$ cat src/rtl/raster_irq_pkg.sv
package raster_irq_pkg;

  typedef enum logic [1:0] {
    TRIG_OFF  = 2'd0,
    TRIG_DOT  = 2'd1,
    TRIG_LINE = 2'd2,
    TRIG_BOTH = 2'd3
  } trig_mode_e;

  function automatic trig_mode_e trig_mode(input logic h_en, input logic v_en);
    return trig_mode_e'({v_en, h_en});
  endfunction

endpackage

$ cat src/rtl/irq_cfg_regs.sv
module irq_cfg_regs #(
  parameter int HT_W = 9,
  parameter int VT_W = 9
) (
  input  logic            clk,
  input  logic            rst,
  input  logic            we,
  input  logic            h_en_i,
  input  logic            v_en_i,
  input  logic [HT_W-1:0] dot_i,
  input  logic [VT_W-1:0] line_i,
  output logic            h_en,
  output logic            v_en,
  output logic [HT_W-1:0] dot_tgt,
  output logic [VT_W-1:0] line_tgt
);

  always_ff @(posedge clk) begin
    if (rst) begin
      h_en     <= 1'b0;
      v_en     <= 1'b0;
      dot_tgt  <= '0;
      line_tgt <= '0;
    end else if (we) begin
      h_en     <= h_en_i;
      v_en     <= v_en_i;
      dot_tgt  <= dot_i;
      line_tgt <= line_i;
    end
  end

endmodule

$ cat src/rtl/irq_pos_compare.sv
module irq_pos_compare
  import raster_irq_pkg::*;
#(
  parameter int H_W        = 11,
  parameter int V_W        = 9,
  parameter int HT_W       = 9,
  parameter int VT_W       = 9,
  parameter int LINE_CLKS  = 1364,
  parameter int DOT_SCALE  = 4,
  parameter int NTSC_LINES = 262,
  parameter int PAL_LINES  = 312,
  parameter int STEP       = 1
) (
  input  logic            h_en,
  input  logic            v_en,
  input  logic [HT_W-1:0] dot_tgt,
  input  logic [VT_W-1:0] line_tgt,
  input  logic [H_W-1:0]  hcount,
  input  logic [V_W-1:0]  vcount,
  input  logic            pal_mode,
  input  logic            odd_field,
  output logic            valid
);

  localparam int MAX_LINES = ((PAL_LINES > NTSC_LINES) ? PAL_LINES : NTSC_LINES) + 1;
  localparam int POS_W = $clog2(((1 << VT_W) + (1 << V_W) + MAX_LINES + 2) * LINE_CLKS);
  localparam int CMP_W = (V_W > VT_W) ? V_W : VT_W;

  trig_mode_e       mode;
  logic [POS_W-1:0] cur, tgt, dot_clks, frame_lines;

  always_comb begin
    mode        = trig_mode(h_en, v_en);
    dot_clks    = POS_W'(dot_tgt) * POS_W'(DOT_SCALE);
    frame_lines = POS_W'(pal_mode ? PAL_LINES : NTSC_LINES) + POS_W'(odd_field);
    cur         = '0;
    tgt         = '0;
    valid       = 1'b0;
    unique case (mode)
      TRIG_BOTH: begin
        cur = POS_W'(vcount) * POS_W'(LINE_CLKS) + POS_W'(hcount);
        tgt = POS_W'(line_tgt) * POS_W'(LINE_CLKS) + dot_clks;
        if (cur > tgt) tgt = tgt + frame_lines * POS_W'(LINE_CLKS);
        valid = (cur <= tgt) && (cur + POS_W'(STEP) > tgt);
      end
      TRIG_DOT: begin
        cur = POS_W'(hcount);
        tgt = dot_clks;
        if (cur > tgt) tgt = tgt + POS_W'(LINE_CLKS);
        valid = (cur <= tgt) && (cur + POS_W'(STEP) > tgt);
      end
      TRIG_LINE: valid = (CMP_W'(vcount) == CMP_W'(line_tgt));
      default:   valid = 1'b0;
    endcase
  end

endmodule

$ cat src/rtl/irq_flag_ctrl.sv
module irq_flag_ctrl #(
  parameter int DATA_W = 8
) (
  input  logic              clk,
  input  logic              rst,
  input  logic              valid,
  input  logic              ack_rd,
  input  logic [DATA_W-2:0] bus_latch,
  output logic              irq_flag,
  output logic [DATA_W-1:0] rd_data
);

  logic valid_q;
  logic set_evt;

  assign set_evt = valid & ~valid_q;

  always_ff @(posedge clk) begin
    if (rst) begin
      valid_q  <= 1'b0;
      irq_flag <= 1'b0;
      rd_data  <= '0;
    end else begin
      valid_q <= valid;
      if (set_evt)     irq_flag <= 1'b1;
      else if (ack_rd) irq_flag <= 1'b0;
      if (ack_rd)      rd_data  <= {irq_flag, bus_latch};
    end
  end

endmodule

$ cat src/rtl/raster_irq_timer.sv
module raster_irq_timer #(
  parameter int H_W        = 11,
  parameter int V_W        = 9,
  parameter int HT_W       = 9,
  parameter int VT_W       = 9,
  parameter int DATA_W     = 8,
  parameter int LINE_CLKS  = 1364,
  parameter int DOT_SCALE  = 4,
  parameter int NTSC_LINES = 262,
  parameter int PAL_LINES  = 312
) (
  input  logic              clk,
  input  logic              rst,
  input  logic [H_W-1:0]    hcount,
  input  logic [V_W-1:0]    vcount,
  input  logic              pal_mode,
  input  logic              odd_field,
  input  logic              cfg_we,
  input  logic              cfg_h_en,
  input  logic              cfg_v_en,
  input  logic [HT_W-1:0]   cfg_dot_target,
  input  logic [VT_W-1:0]   cfg_line_target,
  input  logic              ack_rd,
  input  logic [DATA_W-2:0] bus_latch,
  output logic              irq_flag,
  output logic [DATA_W-1:0] rd_data
);

  logic            en_h, en_v, cmp_valid;
  logic [HT_W-1:0] dot_tgt;
  logic [VT_W-1:0] line_tgt;

  irq_cfg_regs #(.HT_W(HT_W), .VT_W(VT_W)) u_cfg (
    .clk(clk), .rst(rst), .we(cfg_we),
    .h_en_i(cfg_h_en), .v_en_i(cfg_v_en),
    .dot_i(cfg_dot_target), .line_i(cfg_line_target),
    .h_en(en_h), .v_en(en_v), .dot_tgt(dot_tgt), .line_tgt(line_tgt)
  );

  irq_pos_compare #(
    .H_W(H_W), .V_W(V_W), .HT_W(HT_W), .VT_W(VT_W),
    .LINE_CLKS(LINE_CLKS), .DOT_SCALE(DOT_SCALE),
    .NTSC_LINES(NTSC_LINES), .PAL_LINES(PAL_LINES), .STEP(1)
  ) u_cmp (
    .h_en(en_h), .v_en(en_v), .dot_tgt(dot_tgt), .line_tgt(line_tgt),
    .hcount(hcount), .vcount(vcount), .pal_mode(pal_mode),
    .odd_field(odd_field), .valid(cmp_valid)
  );

  irq_flag_ctrl #(.DATA_W(DATA_W)) u_flag (
    .clk(clk), .rst(rst), .valid(cmp_valid), .ack_rd(ack_rd),
    .bus_latch(bus_latch), .irq_flag(irq_flag), .rd_data(rd_data)
  );

endmodule

$ cat config.mk
export PLATFORM = sky130hd
export DESIGN_NAME = raster_irq_timer
export DESIGN_NICKNAME = d
export VERILOG_FILES = /design/src/rtl/raster_irq_pkg.sv /design/src/rtl/irq_cfg_regs.sv /design/src/rtl/irq_pos_compare.sv /design/src/rtl/irq_flag_ctrl.sv /design/src/rtl/raster_irq_timer.sv
export SDC_FILE = /design/constraint.sdc
export NUM_CORES = 1
export LEC_CHECK = 0
export ABC_CLOCK_PERIOD_IN_PS = 9900
export BUFFER_PORTS_ARGS = -buffer_cell sky130_fd_sc_hd__buf_2
export CORE_ASPECT_RATIO = 0.75
export CORE_MARGIN = 5
export CORE_UTILIZATION = 58
export CTS_BUF_LIST = sky130_fd_sc_hd__clkbuf_16
export CTS_CLUSTER_DIAMETER = 120
export CTS_CLUSTER_SIZE = 12
export DETAILED_ROUTE_END_ITERATION = 16
export PLACE_DENSITY = 0.8
export SLEW_MARGIN = 25
export SYNTH_ARGS = -nofsm -noshare
export SYNTH_HDL_FRONTEND = slang
export SYNTH_HIERARCHICAL = 1
export SYNTH_SLANG_ARGS = --single-unit
$ cat constraint.sdc
create_clock -name clk -period 9.9 [get_ports clk]
set_clock_uncertainty 0.1 [all_clocks]
set_input_delay 1.98 -clock clk [delete_from_list [all_inputs] [get_ports clk]]
set_output_delay 1.98 -clock clk [all_outputs]
set_load 0.005 [all_outputs]
==> metrics.txt <==
Synth async-reset ratio=0%; hold buffers post-CTS=0; Pre-antenna DRT Iters=5; syn nets=1,359; largest net degree at the start of global routing=31; vias in the first global route=8,290; H-tree depth=2; Yosys top cell by area=ha_1; initial antenna violation count=0; core area=0.0146 mm2; Synth top cells by count=ha_1 (201), inv_1 (144), xnor2_1 (78), nor2_1 (74), a21oi_1 (55); TritonCTS clock tree=built; compound-gate portion of the synthesized area=20.0%; Post-Synth XOR/XNOR Area=10.8%; largest family of logic cells by synthesized area=adder cells; CTS clk-pin slew, worst paths=0.05 ns; nets=1,519; input/output buffers=61; multi-input combinational cell area=0.00784 mm2; largest cells by area after synthesis=ha_1 (29%), fa_1 (8.0%), xnor2_1 (7.8%); Synth Area in Simple Gates=14.3%; Unique masters post-synth=77; total CTS buffers=5; post-synth top area share=28.7%; final setup margin=-0.115 ns; register area=601 um2; Ys Warns=6; Worst setup SP type=primary input; maximum capacitance violations=0; Rel. slew slack=49.3%; DR iter-0 viols=522; Worst Path Arrival=10.06 ns; Slew Viols, Final=0; RSZ-0062 raised after global routing=yes; fmax=0.0999 GHz; DRT Wirelength=24.9 mm; Fin Setup TNS=-0.215 ns; Final Hold Fails=0; count leader, synth=ha_1; Clock Tree Root=clkbuf_16; power density cells=327 mW/mm2; Post-synth EDFFs=0; Slowest-stage cell, CP=fa_1; FP Rows=38; Remaining DRCs=0; Die ar.=0.0177 mm2; synthesis-stage register bit count=30; largest delay contributor family on the critical path=compound AO/OA/AOI/OAI gates; critical-path maximum fanout=6; crit path buf inv count=5; # placed instances=1,413; Worst setup EP type=flop; outcome=finished with violations; DPL Wire Length=20.2 mm; Crit Path Class=primary input to flop; LEAKAGE=5.39 nW; clk_lat worst skew=0.27 ns; routability cong.=0.963; worst-margin pin slew=0.755 ns; Setup violations, final=2; Tmin final=10.01 ns; Detail Route Antenna Nets=0; gr usage total=27.3%; Most used DFF post-synth=dfxtp_1; min-delay worst type=flop to flop; Die X=152 um; area grow syn2layout=19.9%; WL/cell=17.4 um; synthesized-area fraction occupied by adder cells=37.1%; worst ir drop on vdd=0.216 mV; DIE HEIGHT=116 um; share of layout cells above drive strength 1=19.3%; syn_area_per_cell=8.18 um2; Initial Utilization=59.8%; WP data required=9.94 ns; violated checks=negative setup slack; Final Instance Count excl. Fillers=1,431; grt ovf=0; post-synthesis cell count=1,070; clock buffer depth=2; first-pass GRT wire length=40.2 mm; # fillers=1,091; I/O pin count=62; Final Cycle Share=101%; Post-Syn Area=0.00875 mm2; cell mode on critical path=ha_1; fraction of synthesized area in multiplexers=3.77%; CP max stage delay=0.50 ns; n_diodes=0; Via density=5.82; Sink Count=30; register area share after synthesis=6.86%; routed vias=8,330
==> cell usage in the layout (no fill, tap or decap), types with 6 or more instances in the layout <==
master,netlist,final
ha_1,201,188
inv_1,144,142
buf_4,0,108
xnor2_1,78,76
nor2_1,74,72
buf_2,2,59
a21oi_1,55,50
nand2_1,46,46
o21ai_0,44,40
fa_1,35,34
mux2i_1,33,33
a21o_1,31,31
o21a_1,31,31
dfxtp_1,30,30
xor2_1,28,28
nand3_1,28,27
o21bai_1,18,18
nor2b_1,15,15
nand4_1,15,15
ha_4,0,13
nor3_1,15,12
nand2b_1,12,12
a211oi_1,13,11
a21oi_2,2,6
==> final cells by class <==
| class | instances | share of cell area, % |
|---|---|---|
| flip-flops and latches | 30 | 5.73 |
| multi-input cells | 880 | 74.7 |
| well taps | 200 | 2.39 |
| clock buffers | 5 | 1.19 |
| repair buffers | 168 | 10.6 |
| clock inverters | 3 | 0.119 |
| inverters | 145 | 5.21 |
==> worst reg2reg max path: cells and delay by family, from the launching register on <==
kind,cells,cell delay [ns]
compound gates,14,2.54
xor+xnor,2,0.50
fa+ha+maj,9,3.34
buf+inv,4,0.26
flops,1,0.52
simple gates,11,1.81
==> flip-flops by register name (all words and copies together) (netlist names) <==
signal / count
u_cfg/h_en: 1
u_flag/rd_data: 8
u_cfg/line_tgt: 9
u_flag/irq_flag: 1
u_flag/valid_q: 1
u_cfg/v_en: 1
u_cfg/dot_tgt: 9
==> path summary, 6_finish.rpt <==
check                                         end  slack (ns)  cells after the start              start
worst max-delay path              u_flag/irq_flag       -0.11                     39          vcount[3]
worst min-delay path            u_flag/rd_data[3]        0.40                      2  u_flag/rd_data[3]
worst max register to register    u_flag/irq_flag        0.69                     40  u_cfg/line_tgt[5]
worst min register to register  u_flag/rd_data[3]        0.40                      2  u_flag/rd_data[3]
==> what timing repair did <==
| action | 4_1_cts | 5_1_grt |
|---|---|---|
| endpoints found under the setup margin | 2 | 2 |
| buffers inserted | 8 | 2 |
| hold endpoints to repair | 0 | 0 |
| resized for setup | 22 | 18 |
| pin swaps | 13 | 10 |
==> through the flow <==
step	setup WS (ns)	area [um2]	hold slack (ns)	utilization, %	power (mW)
after floorplan	0.00281	8860	0.373	-	2.08
after global placement	-0.294	10000	0.369	68.6	2.94
after detailed placement	-0.551	10000	0.380	68.6	3.00
after CTS	-0.00783	10400	0.399	70.9	3.30
after global routing	-0.452	10500	0.437	71.6	3.78
final	-0.115	10500	0.395	71.6	3.43
==> power by group <==
part	switching [mW]	internal, mW
clock network	0.0501	0.0904
logic	1.61	1.54
registers	0.0138	0.129
==> layer usage <==
layer  vias to the layer above  part of all wire (%)  global-route usage [%]  routed length, um
met5                         -                     0                       0                  0
met4                         0                   3.4                    8.74                856
met3                        63                   6.5                    4.63               1630
met2                       274                    43                    44.3              10700
met1                      3881                    47                    37.3              11700
li1                       4112                     -                       -                  -
==> cells by family (layout without fill, tap and decap cells) <==
family / after synthesis / count (layout)
compound gates: 254 / 254
xor+xnor: 107 / 107
fa+ha+maj: 239 / 239
buf+inv: 160 / 321
flops: 30 / 30
mux: 33 / 33
simple gates: 247 / 247
(Power assumes the default switching activity.)
